==> src/rtl/secblk_pkg.sv <==
package secblk_pkg;

  typedef enum logic [1:0] {
    RSP_RAZWI   = 2'd0,
    RSP_ERR     = 2'd1,
    RSP_HOLD    = 2'd2,
    RSP_ERR_ALT = 2'd3
  } rsp_mode_e;

  localparam logic [2:0] REG_CTRL  = 3'd0;
  localparam logic [2:0] REG_INFO  = 3'd1;
  localparam logic [2:0] REG_INDEX = 3'd2;
  localparam logic [2:0] REG_DATA  = 3'd3;
  localparam logic [2:0] REG_IRQ   = 3'd4;
  localparam logic [2:0] REG_CAPT  = 3'd5;

  // Sum of the first n 16-bit block counts packed in v (up to 8 ranges).
  function automatic int unsigned blk_sum(input logic [127:0] v, input int unsigned n);
    int unsigned s;
    s = 0;
    for (int i = 0; i < 8; i++) begin
      if (i < n) s += 32'(v[i*16 +: 16]);
    end
    return s;
  endfunction

endpackage

==> src/rtl/secblk_map.sv <==
module secblk_map #(
  parameter int ADDR_W     = 16,
  parameter int BLK_SHIFT  = 8,
  parameter int NUM_RANGES = 2,
  parameter int IDXB_W     = 6,
  parameter logic [NUM_RANGES*ADDR_W-1:0] RANGE_BASE = {16'h8000, 16'h0000},
  parameter logic [NUM_RANGES*16-1:0]     RANGE_BLKS = {16'd32, 16'd32}
) (
  input  logic [ADDR_W-1:0]     addr,
  output logic [NUM_RANGES-1:0] hit_vec,
  output logic [IDXB_W-1:0]     blk_idx
);
  import secblk_pkg::*;

  logic [31:0]       a32;
  logic [IDXB_W-1:0] rel [NUM_RANGES];

  assign a32 = 32'(addr);

  for (genvar r = 0; r < NUM_RANGES; r++) begin : g_rng
    localparam int unsigned RB  = 32'(RANGE_BASE[r*ADDR_W +: ADDR_W]);
    localparam int unsigned RN  = 32'(RANGE_BLKS[r*16 +: 16]);
    localparam int unsigned OFF = blk_sum(128'(RANGE_BLKS), r);
    assign hit_vec[r] = (a32 >= RB) && (a32 < RB + (RN << BLK_SHIFT));
    assign rel[r]     = IDXB_W'(OFF + ((a32 - RB) >> BLK_SHIFT));
  end

  always_comb begin
    blk_idx = '0;
    for (int r = NUM_RANGES - 1; r >= 0; r--) begin
      if (hit_vec[r]) blk_idx = rel[r];
    end
  end

endmodule

==> src/rtl/secblk_lut.sv <==
module secblk_lut #(
  parameter int NWORDS = 2,
  parameter int IDXB_W = 6,
  localparam int WIDX_W = (NWORDS > 1) ? $clog2(NWORDS) : 1
) (
  input  logic              clk,
  input  logic              rst_n,
  input  logic              lock,
  input  logic              idx_we,
  input  logic              data_we,
  input  logic              data_re,
  input  logic [31:0]       wdata,
  input  logic [IDXB_W-1:0] look_idx,
  output logic              look_bit,
  output logic [WIDX_W-1:0] idx_q,
  output logic [31:0]       rdata
);

  logic [NWORDS*32-1:0] bits_q;
  logic                 step;
  logic [WIDX_W-1:0]    idx_nxt;

  assign look_bit = bits_q[look_idx];
  assign rdata    = bits_q[idx_q*32 +: 32];
  assign step     = data_re | (data_we & ~lock);
  assign idx_nxt  = (32'(idx_q) == NWORDS - 1) ? '0 : idx_q + 1'b1;

  always_ff @(posedge clk or negedge rst_n) begin
    if (!rst_n) begin
      bits_q <= '0;
      idx_q  <= '0;
    end else begin
      if (data_we && !lock) bits_q[idx_q*32 +: 32] <= wdata;
      if (idx_we && !lock)  idx_q <= WIDX_W'(wdata);
      else if (step)        idx_q <= idx_nxt;
    end
  end


  lut_frozen_chk: assert property (@(posedge clk) disable iff (!rst_n)
    $past(lock) |-> $stable(bits_q));

endmodule

==> src/rtl/secblk_gate.sv <==
module secblk_gate #(
  parameter bit GATE_EN = 1'b1
) (
  input  logic clk,
  input  logic rst_n,
  input  logic req,
  input  logic busy,
  output logic ack
);

  if (GATE_EN) begin : g_gate
    logic ack_q;
    always_ff @(posedge clk or negedge rst_n) begin
      if (!rst_n) ack_q <= 1'b0;
      else        ack_q <= req & (ack_q | ~busy);
    end
    assign ack = ack_q;


    ack_needs_req_chk: assert property (@(posedge clk) disable iff (!rst_n)
      ack |-> $past(req));
  end else begin : g_nogate
    assign ack = 1'b0;
  end

endmodule

==> src/rtl/secblk_guard.sv <==
module secblk_guard #(
  parameter int ADDR_W     = 16,
  parameter int BLK_SHIFT  = 8,
  parameter int NUM_RANGES = 2,
  parameter logic [NUM_RANGES*ADDR_W-1:0] RANGE_BASE = {16'h8000, 16'h0000},
  parameter logic [NUM_RANGES*16-1:0]     RANGE_BLKS = {16'd32, 16'd32},
  parameter bit GATE_EN = 1'b1
) (
  input  logic              clk,
  input  logic              rst_n,
  input  logic              up_valid,
  output logic              up_ready,
  input  logic [ADDR_W-1:0] up_addr,
  input  logic              up_write,
  input  logic              up_nonsec,
  output logic              up_err,
  output logic              up_razwi,
  output logic              dn_valid,
  input  logic              dn_ready,
  output logic [ADDR_W-1:0] dn_addr,
  output logic              dn_write,
  input  logic              cfg_we,
  input  logic              cfg_re,
  input  logic [2:0]        cfg_addr,
  input  logic [31:0]       cfg_wdata,
  output logic [31:0]       cfg_rdata,
  output logic              irq
);
  import secblk_pkg::*;

  localparam int TOTAL_BLKS = blk_sum(128'(RANGE_BLKS), NUM_RANGES);
  localparam int NWORDS     = (TOTAL_BLKS + 31) / 32;
  localparam int IDXB_W     = (TOTAL_BLKS > 1) ? $clog2(TOTAL_BLKS) : 1;
  localparam int WIDX_W     = (NWORDS > 1) ? $clog2(NWORDS) : 1;

  logic [NUM_RANGES-1:0] hit_vec;
  logic [IDXB_W-1:0]     blk_idx;
  logic                  blk_ns;
  logic [WIDX_W-1:0]     lut_idx;
  logic [31:0]           lut_rdata;
  logic                  gate_ack;

  logic      irq_en_q, gate_req_q, lock_q, irq_stat_q;
  rsp_mode_e mode_q;
  logic [31:0] capt_q;

  logic viol, held, is_err, viol_evt, fwd_busy, ctrl_wr, irq_clr;

  secblk_map #(
    .ADDR_W(ADDR_W), .BLK_SHIFT(BLK_SHIFT), .NUM_RANGES(NUM_RANGES),
    .IDXB_W(IDXB_W), .RANGE_BASE(RANGE_BASE), .RANGE_BLKS(RANGE_BLKS)
  ) u_map (
    .addr(up_addr), .hit_vec(hit_vec), .blk_idx(blk_idx)
  );

  secblk_lut #(.NWORDS(NWORDS), .IDXB_W(IDXB_W)) u_lut (
    .clk(clk), .rst_n(rst_n), .lock(lock_q),
    .idx_we(cfg_we && cfg_addr == REG_INDEX),
    .data_we(cfg_we && cfg_addr == REG_DATA),
    .data_re(cfg_re && cfg_addr == REG_DATA),
    .wdata(cfg_wdata), .look_idx(blk_idx), .look_bit(blk_ns),
    .idx_q(lut_idx), .rdata(lut_rdata)
  );

  secblk_gate #(.GATE_EN(GATE_EN)) u_gate (
    .clk(clk), .rst_n(rst_n), .req(gate_req_q), .busy(fwd_busy), .ack(gate_ack)
  );

  // Transfer path
  assign viol     = up_valid & (~(|hit_vec) | (blk_ns != up_nonsec));
  assign is_err   = (mode_q == RSP_ERR) || (mode_q == RSP_ERR_ALT);
  assign held     = viol & (mode_q == RSP_HOLD) & gate_req_q;
  assign viol_evt = viol & ~gate_ack;
  assign fwd_busy = up_valid & ~viol & ~dn_ready;

  assign dn_valid = up_valid & ~viol & ~gate_ack;
  assign up_ready = ~gate_ack & (viol ? ~held : dn_ready);
  assign up_err   = viol_evt & is_err;
  assign up_razwi = viol_evt & ~is_err & ~held;
  assign dn_addr  = up_addr;
  assign dn_write = up_write;

  // Control register
  assign ctrl_wr = cfg_we && !lock_q && cfg_addr == REG_CTRL;
  assign irq_clr = cfg_we && cfg_addr == REG_IRQ && cfg_wdata[0];

  always_ff @(posedge clk or negedge rst_n) begin
    if (!rst_n) begin
      irq_en_q   <= 1'b0;
      mode_q     <= RSP_RAZWI;
      gate_req_q <= 1'b0;
      lock_q     <= 1'b0;
    end else if (ctrl_wr) begin
      irq_en_q   <= cfg_wdata[0];
      mode_q     <= rsp_mode_e'(cfg_wdata[2:1]);
      gate_req_q <= cfg_wdata[3] & GATE_EN;
      lock_q     <= cfg_wdata[4];
    end
  end

  // Violation status and capture
  always_ff @(posedge clk or negedge rst_n) begin
    if (!rst_n) begin
      irq_stat_q <= 1'b0;
      capt_q     <= '0;
    end else begin
      if (viol_evt)     irq_stat_q <= 1'b1;
      else if (irq_clr) irq_stat_q <= 1'b0;
      if (viol_evt && !irq_stat_q)
        capt_q <= 32'(up_addr) | (32'(up_write) << 31);
    end
  end

  assign irq = irq_stat_q & irq_en_q;

  always_comb begin
    case (cfg_addr)
      REG_CTRL:  cfg_rdata = {25'd0, 1'(GATE_EN), gate_ack, lock_q, gate_req_q,
                              mode_q, irq_en_q};
      REG_INFO:  cfg_rdata = 32'd1 << BLK_SHIFT;
      REG_INDEX: cfg_rdata = 32'(lut_idx);
      REG_DATA:  cfg_rdata = lut_rdata;
      REG_IRQ:   cfg_rdata = {31'd0, irq_stat_q};
      REG_CAPT:  cfg_rdata = capt_q;
      default:   cfg_rdata = '0;
    endcase
  end


  range_onehot_chk: assert property (@(posedge clk) disable iff (!rst_n)
    $onehot0(hit_vec));

  gate_stalls_chk: assert property (@(posedge clk) disable iff (!rst_n)
    gate_ack |-> (!dn_valid && !up_ready));

  lock_sticky_chk: assert property (@(posedge clk) disable iff (!rst_n)
    $past(lock_q) |-> lock_q);

  stat_cause_chk: assert property (@(posedge clk) disable iff (!rst_n)
    $rose(irq_stat_q) |-> $past(viol_evt));

  capt_hold_chk: assert property (@(posedge clk) disable iff (!rst_n)
    (irq_stat_q && $past(irq_stat_q)) |-> $stable(capt_q));

  fwd_handshake_chk: assert property (@(posedge clk) disable iff (!rst_n)
    (dn_valid && dn_ready) |-> up_ready);

endmodule

==> config.mk <==
export PLATFORM = sky130hd
export DESIGN_NAME = secblk_guard
export DESIGN_NICKNAME = d
export VERILOG_FILES = /design/src/rtl/secblk_pkg.sv /design/src/rtl/secblk_map.sv /design/src/rtl/secblk_lut.sv /design/src/rtl/secblk_gate.sv /design/src/rtl/secblk_guard.sv
export SDC_FILE = /design/constraint.sdc
export NUM_CORES = 1
export LEC_CHECK = 0
export BUFFER_PORTS_ARGS = -buffer_cell sky130_fd_sc_hd__buf_2
export CORE_AREA = 4 4 111 113
export CTS_BUF_LIST = sky130_fd_sc_hd__clkbuf_16
export CTS_CLUSTER_DIAMETER = 60
export DETAILED_ROUTE_END_ITERATION = 16
export DIE_AREA = 0 0 115 117
export PLACE_DENSITY_LB_ADDON = 0.3
export SLEW_MARGIN = 5
export SYNTH_ARGS = -nofsm -noshare
export SYNTH_HDL_FRONTEND = slang
export SYNTH_SLANG_ARGS = --single-unit
==> constraint.sdc <==
create_clock -name clk -period 3 [get_ports clk]
set_clock_uncertainty 0.05 [all_clocks]
set_input_delay 0.3 -clock clk [delete_from_list [all_inputs] [get_ports clk]]
set_output_delay 0.3 -clock clk [all_outputs]
set_load 0.01 [all_outputs]
After elaboration in Yosys (flattened, before gate mapping)
Cells that the tools add are included. W data, S select, Z words.

Muxes and demuxes: 12. Bitwise logic cells: 26. Reduce and logical (&&, ||, !) cells: 19. Shift operators: 3. Magnitude comparators: 5. Equal/unequal tests: 9. Add/subtract/negate cells: 4.

Operators with widths (count): $pmux W32 S6 (1); $bwmux W64 (1); $shift A32 B34 Y64 const A (1); $shiftx A32 B34 Y64 (1); $shiftx A64 B7 Y32 (1); $neg A6 Y34 (1); $or A16 B32 Y32 (1); $ge A16 B1 Y1 const B (1); $ge A16 B16 Y1 const B (1); $lt A16 B14 Y1 const B (1); $lt A16 B16 Y1 const B (1); $and A1 B1 Y1 (14); $sub A14 B1 Y14 const B (1); $logic_and A1 B1 Y1 (12); $mux W6 (2); $not A1 Y1 (8); $lt A6 B7 Y1 const B (1); $mux W1 (7); $add A6 B6 Y6 const A (1); $bmux W1 S6 (1); $eq A3 B2 Y1 const B (2); $eq A3 B3 Y1 const B (2); $eq A2 B2 Y1 const B (2); $reduce_bool A2 Y1 (2); other kinds (9) (12).

Bits in registers: 104. Input bits: 59. Output and inout bits: 54.

Depth between registers and ports, before layout
Gate-level depths: netlist of the first run.

Depth in word-level cells: 15. Gate-level depth with buffers: 12. Gate-level depth less buffers: 8.

Cells and area by module
A second synthesis of the first run with hierarchy kept.

Cell total of the unflattened synthesis: 387. Area, all modules: 5177.5 um^2.

Modules (own cells, without submodules): secblk_lut (times used 1, cells an instance 219, seq. area each 1626.6 um^2, area each 3407.0 um^2); secblk_guard (times used 1, cells an instance 155, seq. area each 575.6 um^2, area each 1607.8 um^2); secblk_map (times used 1, cells an instance 10, seq. area each 0.0 um^2, area each 126.4 um^2); secblk_gate (times used 1, cells an instance 3, seq. area each 25.0 um^2, area each 36.3 um^2).

Worst setup path after synthesis of the first run
OpenSTA, ideal clock, no wires.

Path type: in2reg. Start: input port up_addr[14]. End: register capt_q[10]. Data arrival time: 2.525 ns. Path buffers: 3. Library setup time: 0.125 ns. Required time: 2.825 ns. Stages: 11. Slack: 0.300 ns. Cell sequence: or3b_1 buf_6 a221o_1 a311oi_1 o21ai_1 and4b_1 mux2i_1 and3_1 buf_6 buf_12 mux2_4.

Cells in the longest elaborated chain, start to end: 11. Elaborated cells between the ends (all ways): 17. Classes of those cells: order compare: 4; eq/ne: 1; mux: 4; bitwise: 4; reduce/logical: 4.

RTL lines: start, declared (line secblk_guard.sv:13) `input logic [ADDR_W-1:0] up_addr,`; $ge A16 B16 Y1 or $lt A16 B16 Y1 (tied branches) (line secblk_map.sv:24) `assign hit_vec[r] = (a32 >= RB) && (a32 < RB + (RN << BLK_SHIFT));`; $logic_and A1 B1 Y1 (line secblk_map.sv:24); $mux W6 (2 in a row) (line secblk_map.sv:31) `if (hit_vec[r]) blk_idx = rel[r];`; $bmux W1 S6 (line secblk_lut.sv:23) `assign look_bit = bits_q[look_idx];`; $mux W1 (not written as such) (line secblk_lut.sv:23); $ne A1 B1 Y1 (line secblk_guard.sv:70) `assign viol = up_valid & (~(|hit_vec) | (blk_ns != up_nonsec));`; $or A1 B1 Y1 * (line secblk_guard.sv:70); $and A1 B1 Y1 * (line secblk_guard.sv:70); $and A1 B1 Y1 * (line secblk_guard.sv:73) `assign viol_evt = viol & ~gate_ack;`; $logic_and A1 B1 Y1 * (line secblk_guard.sv:109) `if (viol_evt && !irq_stat_q)`; end signal, assigned (line secblk_guard.sv:110) `capt_q <= 32'(up_addr) | (32'(up_write) << 31);`; end, declared (line secblk_guard.sv:45) `logic [31:0] capt_q;`.

Every way passes the cells marked *; elsewhere a longest branch is shown, timed or not. The select of a mux whose other input is x is not followed. A chain may end at the register's enable or synchronous reset.

Worst setup path in the final report of the first run
Start: input port up_addr[14]. End: output port up_razwi.

Cells in the longest elaborated chain, start to end: 13. Elaborated cells between the ends (all ways): 21. Classes of those cells: order compare: 4; eq/ne: 1; mux: 4; bitwise: 9; reduce/logical: 3.

RTL lines: $ge A16 B16 Y1 or $lt A16 B16 Y1 (tied branches) (line secblk_map.sv:24); $logic_and A1 B1 Y1 (line secblk_map.sv:24); $mux W6 (2 in a row) (line secblk_map.sv:31); $bmux W1 S6 (line secblk_lut.sv:23); $mux W1 (not written as such) (line secblk_lut.sv:23); $ne A1 B1 Y1 (line secblk_guard.sv:70); $or A1 B1 Y1 * (line secblk_guard.sv:70); $and A1 B1 Y1 * (line secblk_guard.sv:70); $and A1 B1 Y1 (2 in a row) (line secblk_guard.sv:72) `assign held = viol & (mode_q == RSP_HOLD) & gate_req_q;`; $not A1 Y1 (line secblk_guard.sv:79) `assign up_razwi = viol_evt & ~is_err & ~held;`; $and A1 B1 Y1 * (line secblk_guard.sv:79); end, declared (line secblk_guard.sv:17) `output logic up_razwi,`.

Marks and branches as above.

==> out/summary.md, run 1 <==
The portion of the post-synthesis area used by sequential elements is 44.87%. For the number of fillers in the final layout, the log shows 1064. The met2 layer wire length in the routed design was 6.422 mm. The detailed router finished its first iteration with 172 violations.

For the pin with the worst max-slew slack, the measured transition is 1.097 ns. The routed design uses 619 um of met3 wire. Endpoint type of the worst setup path: an output pin. The library cell contributing the largest single delay on the critical path is sky130_fd_sc_hd__or3b_4. Global routing used 19.37% of the available tracks. Initial antenna violation count: 0. Row generation in the floorplan step produced 39 rows.

Die boundary height: 117 um. Detailed routing inserted a total of 3820 vias. Leaving out fill and tap cells, the most frequent cells in the layout are sky130_fd_sc_hd__buf_2 (111), sky130_fd_sc_hd__dfrtp_1 (88), sky130_fd_sc_hd__mux2_2 (78). The source-to-sink clock delay at the later pin of the worst-skew pair came out at 0.34 ns.

The cell area after synthesis came out at 4964 um^2. Horizontal extent of the die: 115 um. The worst register-to-register path ends at capt_q[7]$_DFFE_PN0P_.

The critical path is of the in2out type. Counting along the longest clock path gives a buffer depth of 2. Following the worst setup path forward leads to its endpoint at up_razwi.

The synthesized netlist contains 55 unique library cells. The logs give 0.05851 ns for the worst-case hold slack and 0.0003359 V for the maximum resistive drop on vdd. The flow ran to the end, and the final reports show no timing, DRC or antenna violations. Subtracting the final worst setup slack from the clock period gives 2.901 ns.

The synthesized design contains 0 enable-type register cells. Leaving out fill and tap cells, the most frequent cell in the layout is sky130_fd_sc_hd__buf_2. The kind of path behind the tightest hold check was in2async. Summed over all layers, the routed wires come to 12.83 mm. The final critical path takes up 96.71% of the cycle. Using the TritonRoute via totals, the vias-per-cell ratio works out to 5.552. The least setup slack across all paths after layout is 0.09867 ns, and the gate count of the mapped netlist is 439. For this run the aggregate overflow at the end of global routing stands at 0. The region available for standard cell placement spans 11320 um^2. The completed layout was analyzed and its total power is 4.660 mW. For this run, the share of the core covered by cells in the final layout is 52.43%. The sum of negative setup slack was 0 ns.

Synthesis inferred 89 register bits. At the end of routability-driven placement, the weighted congestion stood at 0.7997. Counting every sink on the clock net gives 89. After detailed routing, no signal wire sits above met4.

TritonCTS built the clock tree. Share of the synthesized area in the top cell type: 44.87%. Reg-to-reg critical path startpoint: u_lut.bits_q[38]$_DFFE_PN0P_. Summed over all cells, the static leakage comes to 2.868 nW. The area growth from synthesis to layout is 19.59%.

Setup violations remaining at the end of the flow were counted as 0. The remaining antenna violation count came out at 0. The detailed router put a total of 5.628 mm of wire on met1.

Data arrives at the worst endpoint at 2.55 ns. The first-pass GRT wire length is 20.40 mm, and the flop-to-flop setup slack is 0.43 ns. Prior to clock tree synthesis, the placed netlist has a worst setup slack of -0.1550 ns. Sorting the synthesized cells by area gives the leading types as sky130_fd_sc_hd__dfrtp_1 (45%), sky130_fd_sc_hd__mux2_2 (18%), sky130_fd_sc_hd__mux2i_1 (9.5%). The first detailed-routing pass ran for 5 iterations.

Of all cell types, the one taking the most synthesized area is sky130_fd_sc_hd__dfrtp_1. Data on the critical path is required at its endpoint by 2.65 ns. Across the run, the number of max-cap violations was 0. Detailed placement ended at an HPWL of 9.443 mm.

During I/O placement, the number of pins put on the boundary was 113. The initial utilization of the core area, before any placement, comes to 43.84%. The most frequently used flop master after synthesis was sky130_fd_sc_hd__dfrtp_1.

In this run the clock root is driven by a sky130_fd_sc_hd__clkbuf_16. The maximum number of pins on one net before global-route repair was 72; the highest cell delay on the worst timing path was 0.45 ns. The number of global-route vias before repair is 3978. The tools report the number of warnings printed during yosys synthesis as 0.

Final antenna diode count: 0. Share of cells above drive strength 1: 46.24%. The tools report the post-layout net count as 599.

The cell count of the worst reg-to-reg path works out to 10. Traced cell by cell, the critical path runs through buf_2 > or3b_4 > buf_4 > a221oi_2 > o21a_1 > a32oi_1 > o311ai_1 > mux2i_1 > buf_4 > and2_2 > and4b_1 > buf_2. The count of input and output buffers is 112, and the max-slew violation total from the final report is 0. The average wire per standard cell is 18.65 um. Clock-pin slew was measured on the worst setup and hold paths at 0.06 ns. The full die area was 13460 um^2; the total nets after synthesis was 498.

For the number of endpoints with negative hold slack in the final report, the log shows 0. The relative slew slack came out at 26.86%. The H-tree generated during clock tree synthesis spans 3 levels. The post-route DRC violation count is 0, and the mean cell area of the mapped netlist is 11.31 um^2.

The power per cell area is 785.1 nW/um^2, and the number of clock buffers inserted by TritonCTS is 9. The tools report the worst setup path startpoint as up_addr[14]. The kind of start point of the critical path was a primary input.

Along the worst path, the maximum fanout reaches 7. After synthesis, the share of flip-flops with an asynchronous set or reset is 100.0%. Timing would allow up to 344.7 MHz.
[cell families after synthesis]
kind of cell    Yosys count  synth area share (%)
simple gates             97                 9.706
buf+inv                  50                 5.798
flops                    89                 44.87
mux                     135                 30.20
compound gates           68                 9.428
[how the worst min path moves through the flow]
stage	start	end	slack, ns	cells after the start
final	rst_n	u_lut.bits_q[29]$_DFFE_PN0P_	0.06	1
after floorplan	rst_n	capt_q[0]$_DFFE_PN0P_	-0.05	0
after global routing	rst_n	u_lut.bits_q[29]$_DFFE_PN0P_	0.13	1
after detailed placement	lock_q$_DFFE_PN0P_	lock_q$_DFFE_PN0P_	0.42	1
after CTS	rst_n	irq_en_q$_DFFE_PN0P_	0.09	1
after global placement	lock_q$_DFFE_PN0P_	lock_q$_DFFE_PN0P_	0.42	1
[cell type report]
cell class	count	area, um^2	share of cell area (%)
Multi-Input combinational cell	300	2475	41.69
Sequential cell	89	2228	37.54
Timing Repair Buffer	137	754.5	12.71
Clock buffer	9	225.2	3.794
Tap cell	143	178.9	3.014
Clock inverter	7	62.56	1.054
Inverter	3	11.26	0.1897
[repair_timing]
item                       4_1_cts  5_1_grt
gates resized for setup          1        5
setup endpoints to repair        3        3
hold buffers                     0        0
setup buffers                    0        0
[metal layers]
metal | GRT usage, % | up-vias
met3 | 2.982 | 15
li1 | - | 1782
met2 | 33.33 | 93
met1 | 25.45 | 1930
met5 | 0 | -
met4 | 5.634 | 0
[sequential cells by signal, indices dropped and copies added (netlist names)]
name / cells
capt_q: 17
irq_en_q: 1
u_gate.ack: 1
u_lut.idx_q: 1
mode_q: 2
gate_req_q: 1
u_lut.bits_q: 64
lock_q: 1
irq_stat_q: 1
[synth_stat cells (3+ instances only)]
cell                       count
sky130_fd_sc_hd__buf_4        17
sky130_fd_sc_hd__a221oi_1      4
sky130_fd_sc_hd__o22ai_1      12
sky130_fd_sc_hd__nand2_1      24
sky130_fd_sc_hd__a21oi_1       7
sky130_fd_sc_hd__mux2i_1      47
sky130_fd_sc_hd__dfrtp_1      89
sky130_fd_sc_hd__and3_1        5
sky130_fd_sc_hd__nand3_1       4
sky130_fd_sc_hd__clkbuf_1     15
sky130_fd_sc_hd__buf_1         8
sky130_fd_sc_hd__o21ai_0      15
sky130_fd_sc_hd__nor3_1        6
sky130_fd_sc_hd__nor2_1       30
sky130_fd_sc_hd__a22oi_1       5
sky130_fd_sc_hd__buf_2         4
sky130_fd_sc_hd__nor2b_1       3
sky130_fd_sc_hd__mux2_2       78
sky130_fd_sc_hd__nand2b_1      8
sky130_fd_sc_hd__nor3b_1       4
sky130_fd_sc_hd__inv_1         3
sky130_fd_sc_hd__mux2_4       10
[metrics by stage]
stage,std cells,instance area (um^2)
finish,688,5936
global route,688,5936
CTS,688,5913
detailed placement,672,5623
global placement,672,5623
floorplan,439,4964
[worst max-delay path, delay by kind of cell]
| kind | cells | cell delay, ns |
|---|---|---|
| buffers and inverters | 4 | 0.56 |
| multiplexers | 1 | 0.29 |
| AO/OA/AOI/OAI | 4 | 0.58 |
| AND/OR/NAND/NOR | 3 | 0.81 |
[power breakdown]
group / switching (mW) / total (mW) / internal, mW
clock network: 0.446 / 1.08 / 0.636
logic: 0.533 / 1.37 / 0.841
registers: 0.490 / 2.20 / 1.71
total: 1.47 / 4.66 / 3.19
Power figures use the tool's default switching activity.
==> run 2, diff against run 1 <==
--- a/config.mk
+++ b/config.mk
@@ -5,12 +5,13 @@
 export SDC_FILE = /design/constraint.sdc
 export NUM_CORES = 1
 export LEC_CHECK = 0
-export BUFFER_PORTS_ARGS = -buffer_cell sky130_fd_sc_hd__buf_2
+export ABC_CLOCK_PERIOD_IN_PS = 3000
 export CORE_AREA = 4 4 111 113
 export CTS_BUF_LIST = sky130_fd_sc_hd__clkbuf_16
 export CTS_CLUSTER_DIAMETER = 60
 export DETAILED_ROUTE_END_ITERATION = 16
 export DIE_AREA = 0 0 115 117
+export DONT_BUFFER_PORTS = 1
 export PLACE_DENSITY_LB_ADDON = 0.3
 export SLEW_MARGIN = 5
 export SYNTH_ARGS = -nofsm -noshare
==> run 2 against run 1 <==
Against the previous run: total power shrank 3.5%; non-clock buffer count shrank 123; count of clock-buffer cells in the layout is the same; first-iteration DRC count grew 8.7%; via count shrank 12%; register-to-register slack is essentially flat; clock power is essentially flat; sequential cell count is the same; critical path type is now reg2out.
==> out/summary.md, run 2 (same netlist as run 1, synthesis figures left out) <==
The run finished with clean final reports. Highest clock rate: 345.7 MHz (+0.31%). The run gives 4975 um^2 (-12%) as the total placed instance area. For the total clock sinks, the log shows 89 (unchanged).

The share of the clock period used by the worst path came out at 96.41% (-0.30 points). TritonCTS built the clock tree. The worst setup path is of the reg2out kind. The worst setup path is captured at an output pin.

The run gives 1051 (-1.2%) as the number of fillers in the final layout. The tools report the final antenna diode count as 0 (unchanged). The kind of path behind the tightest hold check is in2reg.

The via count of the routed design is 3347 (-12%). The remaining antenna violation count came out at 0 (unchanged). The number of flip-flops in the largest register works out to 64 (unchanged).

The boundary pin count was 113 (unchanged); the placeable core region was 11320 um^2 (unchanged). The count of input and output buffers was 0 (-100%). The met2 layer wire length in the routed design was 5.995 mm (-6.6%); the number of global-route vias before repair was 3573 (-10%).

The required time of the worst setup path came out at 2.65 ns (about the same). In the final layout, the registers with the most flip-flops are u_lut.bits_q (64), capt_q (17), mode_q (2). The setup-violating endpoint count in the final report came out at 0 (unchanged). The run gives 0 (unchanged) as the number of violations of the max-capacitance limit. The flop-to-flop setup slack is 0.42 ns (about the same), and the length of routed wiring on met1 is 5.203 mm (-7.6%).

The aggregate routed wire length was 12.16 mm (-5.2%). The clock root buffer is sky130_fd_sc_hd__clkbuf_16. The total global routing track utilization was 18.83% (-0.54 points).

The final instance area was 5318 um^2 (-10%); the routability-driven placement congestion ratio was 0.7773 (-2.8%). The capture point of the worst reg-to-reg path is capt_q[0]$_DFFE_PN0P_. The horizontal extent of the die works out to 115 um (unchanged).

The transition time of the tightest slew-check pin was 0.8064 ns (-0.2907 ns). The detailed-router iteration count before antenna repair was 4 (-1). The logs give 2228 um^2 (unchanged) for the area of all sequential standard cells and 0 (unchanged) for the number of endpoints with negative hold slack in the final report. Uppermost metal layer occupied by signal nets: met4. The average wire per standard cell came out at 21.52 um (+15%). The path with the worst hold slack has its endpoint at lock_q$_DFFE_PN0P_. The area used by multi-input combinational logic is 2472 um^2 (-0.10%), and the source-to-sink clock delay at the later pin of the worst-skew pair is 0.35 ns (about the same). The run gives 0 (unchanged) as the total global routing overflow. The worst slack at placement was 0.03174 ns (+0.1867 ns); the leakage power was 2.336 nW (-19%).

The largest driver fanout on the critical path was 5 (-2). The maximum resistive drop on vdd was 0.0003284 V (-2.2%); the die boundary height was 117 um (unchanged). The tools report the met3 wire length as 769 um (+24%).

The final critical delay including setup and external delays is 2.892 ns (-0.008998 ns), and the cell count of the worst reg-to-reg path is 9 (-1). The relative slew slack was 46.13% (+19 points); the max-slew violation total from the final report was 0 (unchanged). Cell depth of the worst hold path: 1. The placement row count came out at 39 (unchanged). The library cell used most frequently in the layout, excluding fill and tap cells, is sky130_fd_sc_hd__dfrtp_1.

The maximum number of pins on one net before global-route repair was 90 (+25%). The share of cells above drive strength 1 works out to 30.33% (-16 points). The most flop-heavy register is u_lut.bits_q. The clock transition at the register clock pins on the worst setup and hold paths after CTS came out at 0.06 ns (about the same). The post-layout net count is 476 (-21%).

Leaving out fill and tap cells, the most frequent cells in the layout are sky130_fd_sc_hd__dfrtp_1 (88), sky130_fd_sc_hd__mux2_2 (78), sky130_fd_sc_hd__mux2i_1 (46). The least setup slack across all paths after layout was 0.1077 ns (+0.008998 ns). The tools report the kind of start point of the critical path as a flip-flop. The H-tree depth is 3 (unchanged).

The worst register-to-register path begins at u_lut.bits_q[38]$_DFFE_PN0P_. Post-route DRC violation count: 0 (unchanged). The initial antenna violation count was 0 (unchanged); the ratio of routed vias to standard cells was 5.924 (+6.7%).

The run gives 13460 um^2 (unchanged) as the full die area. For the first-pass GRT wire length, the log shows 19.44 mm (-4.7%). The power per cell area came out at 845.7 nW/um^2 (+7.7%). The starting density of the core was 43.84% (unchanged); the layout overhead on the synthesized area was 7.134%. The detailed-placement wirelength estimate is 8.622 mm (-8.7%).

The number of clock buffers inserted by TritonCTS was 9 (unchanged). The tools report the buffer depth of the longest clock path as 2 (unchanged). The tools report the startpoint of the tightest hold check path as cfg_wdata[4]. The data arrival time of the critical path was 2.54 ns (about the same). The tools report the number of DRC violations after detailed-routing iteration 0 as 187 (+8.7%).
[run 2: changes by cell type in the layout (fill, tap and decap cells not counted), sizes merged]
| cell | change |
|---|---|
| clkinv | +2 |
| buf | -124 |
| clkinvlp | -1 |
| inv | -1 |
| dlygate4sd3 | +1 |
[run 2: per-layer routing]
layer	GRT usage, %	up-vias
li1	-	1538
met1	23.33	1719
met2	31.67	76
met3	5.758	14
met4	5.947	0
met5	0	-
[run 2: worst max path at each step]
stage / from / endpoint
floorplan: up_addr[14] / capt_q[10]$_DFFE_PN0P_
global placement: up_addr[14] / capt_q[5]$_DFFE_PN0P_
detailed placement: up_addr[14] / capt_q[0]$_DFFE_PN0P_
CTS: up_addr[14] / up_razwi
global route: u_lut.bits_q[33]$_DFFE_PN0P_ / up_razwi
finish: u_lut.bits_q[38]$_DFFE_PN0P_ / up_razwi
[run 2: timing repair]
item | 4_1_cts | 5_1_grt
hold buffers | 2 | 0
gates resized for setup | 0 | 4
endpoints found under the setup margin | 0 | 3
hold endpoints to repair | 89 | 0
setup buffers | 0 | 0
[run 2: critical path, cell delays in order, from the launching register on]
cell and delay [ns]:
sky130_fd_sc_hd__dfrtp_1 0.39, sky130_fd_sc_hd__mux2_2 0.29, sky130_fd_sc_hd__o32a_2 0.19, sky130_fd_sc_hd__o211ai_1 0.11, sky130_fd_sc_hd__a32oi_1 0.14, sky130_fd_sc_hd__o311ai_1 0.13, sky130_fd_sc_hd__mux2i_1 0.37, sky130_fd_sc_hd__buf_4 0.17
sky130_fd_sc_hd__and2_2 0.17, sky130_fd_sc_hd__and4b_1 0.25
[run 2: metrics by stage]
step / util [%] / cells / setup TNS, ns / hold WS (ns) / power [mW]
final: 46.97 / 565 / 0 / 0.01840 / 4.497
after global routing: 46.97 / 565 / -0.04157 / 0.01213 / 4.762
after CTS: 46.81 / 565 / 0 / 0.01116 / 4.535
after detailed placement: 43.94 / 547 / 0 / -0.04244 / 3.399
after global placement: 43.94 / 547 / 0 / -0.04014 / 3.338
after floorplan: - / 439 / 0 / -0.04559 / 3.095
[run 2: where the power goes]
part / internal (mW) / switching (mW)
Sequential: 1.71 / 0.449
Combinational: 0.759 / 0.478
Clock: 0.636 / 0.459
Total: 3.11 / 1.39
[run 2: final cells by class]
class | instances | area share [%]
flip-flops and latches | 89 | 41.91
clock buffers | 9 | 4.235
clock inverters | 7 | 1.153
inverters | 3 | 0.2118
well taps | 143 | 3.365
repair buffers | 14 | 2.635
multi-input cells | 300 | 46.49
==> run 3, diff against run 2 <==
--- a/config.mk
+++ b/config.mk
@@ -6,12 +6,13 @@
 export NUM_CORES = 1
 export LEC_CHECK = 0
 export ABC_CLOCK_PERIOD_IN_PS = 3000
-export CORE_AREA = 4 4 111 113
+export CORE_AREA = 2 2 109 111
 export CTS_BUF_LIST = sky130_fd_sc_hd__clkbuf_16
 export CTS_CLUSTER_DIAMETER = 60
 export DETAILED_ROUTE_END_ITERATION = 16
-export DIE_AREA = 0 0 115 117
+export DIE_AREA = 0 0 111 113
 export DONT_BUFFER_PORTS = 1
+export HOLD_SLACK_MARGIN = 0.05
 export PLACE_DENSITY_LB_ADDON = 0.3
 export SLEW_MARGIN = 5
 export SYNTH_ARGS = -nofsm -noshare
==> run 3 against run 2 <==
Against the previous run: sequential share of layout area down 2.7 points; combinational power rose by 4%; core utilization increased by 3.5 points; maximum frequency increased by 1.9%; routed wire length rose by 3.7%; sequential power barely moved; critical endpoint unchanged; largest cell class unchanged.
==> out/summary.md, run 3 (same netlist as run 1, synthesis figures left out) <==
The run gives 8.620 mm (about the same) as the detailed-placement wirelength estimate. The number of global-route vias before repair was 3649 (+2.1%). The transition time of the tightest slew-check pin was 0.7097 ns (-0.09670 ns). The least setup slack across all paths after layout came out at 0.1621 ns (+0.05444 ns). The tools report the starting density of the core as 44.03% (+0.19 points). Compared with the post-synthesis result, the final layout area differs by 14.65%.

The final antenna diode count came out at 0 (unchanged). The tools report the boundary pin count as 113 (unchanged). The run finished with clean final reports. Number of violations of the max-capacitance limit: 0 (unchanged).

The run gives 52.59% (+6.5 points) as the relative slew slack. The routability-driven placement congestion ratio came out at 0.8102 (+4.2%). The data arrival time of the critical path came out at 2.49 ns (-0.05 ns).

The post-route DRC violation count came out at 0 (unchanged). The tools report the number of endpoints with negative hold slack in the final report as 0 (unchanged). Leaving out fill and tap cells, the most frequent cells in the layout are sky130_fd_sc_hd__dfrtp_1 (88), sky130_fd_sc_hd__mux2_2 (78), sky130_fd_sc_hd__mux2i_1 (47).

The logs give 513 (+7.8%) for the post-layout net count and 0 ns (unchanged) for the sum of negative setup slack. The largest driver fanout on the critical path is 5 (unchanged), and the highest clock rate is 352.4 MHz (+1.9%). The average wire per standard cell came out at 20.93 um (-2.7%). The worst setup path is launched from a flip-flop. TritonCTS built the clock tree. The number of setup buffers added after CTS is 0 (unchanged).

The count of input and output buffers was 0 (unchanged); the remaining antenna violation count was 0 (unchanged). Max-slew violation total from the final report: 0 (unchanged). The full die area was 12540 um^2 (-6.8%). The die boundary height works out to 113 um (-3.4%). The tools report the number of DRC violations after detailed-routing iteration 0 as 139 (-26%). The endpoint type of the worst setup path is an output pin. The number of clock buffers inserted by TritonCTS came out at 9 (unchanged). In this run the critical register-to-register path is launched from u_lut.bits_q[14]$_DFFE_PN0P_. Class of the most critical setup path: reg2out. The largest registers in the layout are u_lut.bits_q (64), capt_q (17), mode_q (2).

The clock root buffer is sky130_fd_sc_hd__clkbuf_16. The total global routing overflow was 0 (unchanged). Placement row count: 39 (unchanged). The run gives 11270 um^2 (-0.43%) as the placeable core region.

The tools report the total global routing track utilization as 20.24% (+1.4 points). The initial antenna violation count is 0 (unchanged). The leakage power is 2.514 nW (+7.6%).

In this run the most critical hold path is launched from cfg_wdata[23]. Buffer depth of the longest clock path: 2 (unchanged). The most flop-heavy register is u_lut.bits_q. The worst setup path startpoint is u_lut.bits_q[14]$_DFFE_PN0P_. The share of cells above drive strength 1 is 26.80% (-3.5 points). Total clock sinks: 89 (unchanged). The final critical delay including setup and external delays works out to 2.838 ns (-0.05444 ns). The maximum resistive drop on vdd is 0.0005266 V (+60%).

The run gives 0.1076 ns (+0.07586 ns) as the worst slack at placement. Share of the clock period used by the worst path: 94.60% (-1.8 points). The run gives 2.65 ns (about the same) as the required time of the worst setup path. The detailed-router iteration count before antenna repair is 7 (+3), and the number of flip-flops in the largest register is 64 (unchanged). The horizontal extent of the die was 111 um (-3.5%); the maximum number of pins on one net before global-route repair was 90 (unchanged). The H-tree depth was 3 (unchanged). Leaving out fill and tap cells, the most frequent cell in the layout is sky130_fd_sc_hd__dfrtp_1. The via count of the routed design was 3512 (+4.9%); the power per cell area was 812.8 nW/um^2 (-3.9%). The source-to-sink clock delay at the later pin of the worst-skew pair was 0.34 ns (about the same); the setup-violating endpoint count in the final report was 0 (unchanged).

The clock transition at the register clock pins on the worst setup and hold paths after CTS came out at 0.06 ns (about the same). The ratio of routed vias to standard cells works out to 5.834 (-1.5%). The tools report the aggregate routed wire length as 12.60 mm (+3.7%).

For the first-pass GRT wire length, the log shows 20.00 mm (+2.9%). Kind of path behind the tightest hold check: in2reg. Setup repair after global routing left no endpoint under its margin.
## run 3: critical path, stage by stage (launching register included)
cell and delay (ns):
sky130_fd_sc_hd__dfrtp_1 0.39, sky130_fd_sc_hd__mux2_2 0.29, sky130_fd_sc_hd__o221ai_1 0.21, sky130_fd_sc_hd__o21bai_1 0.09, sky130_fd_sc_hd__a31oi_1 0.15, sky130_fd_sc_hd__and4b_1 0.22, sky130_fd_sc_hd__mux2i_1 0.22, sky130_fd_sc_hd__buf_4 0.15
sky130_fd_sc_hd__and2_2 0.17, sky130_fd_sc_hd__and4b_1 0.25
## run 3: what timing repair did
| action | in CTS | in global routing |
|---|---|---|
| hold endpoints to repair | 141 | 0 |
| setup endpoints to repair | 0 | 2 |
| resized for setup | 0 | 1 |
| hold buffers | 39 | 0 |
## run 3: worst paths after layout
check                                               endpoint  depth (start not counted)  slack, ns
worst max-delay path                                up_razwi                          9       0.16
worst min-delay path            u_lut.bits_q[55]$_DFFE_PN0P_                          1       0.06
worst max register to register        capt_q[31]$_DFFE_PN0P_                          9       0.50
worst min register to register         capt_q[3]$_DFFE_PN0P_                          1       0.46
max in group asynchronous       u_lut.bits_q[45]$_DFFE_PN0P_                          2       2.07
min in group asynchronous              mode_q[0]$_DFFE_PN0P_                          2       0.46
## run 3: report_power, final
part	switching, mW	internal, mW	total, mW
registers	0.448	1.72	2.16
clock network	0.452	0.716	1.17
logic	0.507	0.787	1.29
## run 3: final cells by class
type	instances	area, um^2
Multi-Input combinational cell	300	2456
Inverter	3	11.26
Timing Repair Buffer	51	510.5
Sequential cell	89	2228
Clock buffer	9	225.2
Tap cell	143	178.9
Clock inverter	7	80.08
Fill cell	1018	5582
## run 3: metal layers
metal	global-route usage, %	wire length (um)
met5	0	0
met4	5.417	177
met2	33.50	6136
met1	26.95	5681
met3	4.821	607
## run 3: per-stage QoR
stage	hold WS [ns]	power, mW	util (%)	area (um^2)	std cells
after floorplan	-0.04559	3.095	-	4964	439
final	0.05847	4.625	50.48	5690	602
after global placement	-0.04057	3.341	44.13	4975	547
after global routing	0.05086	4.877	50.48	5690	602
after detailed placement	-0.04134	3.407	44.13	4975	547
after CTS	0.05014	4.652	50.46	5688	602
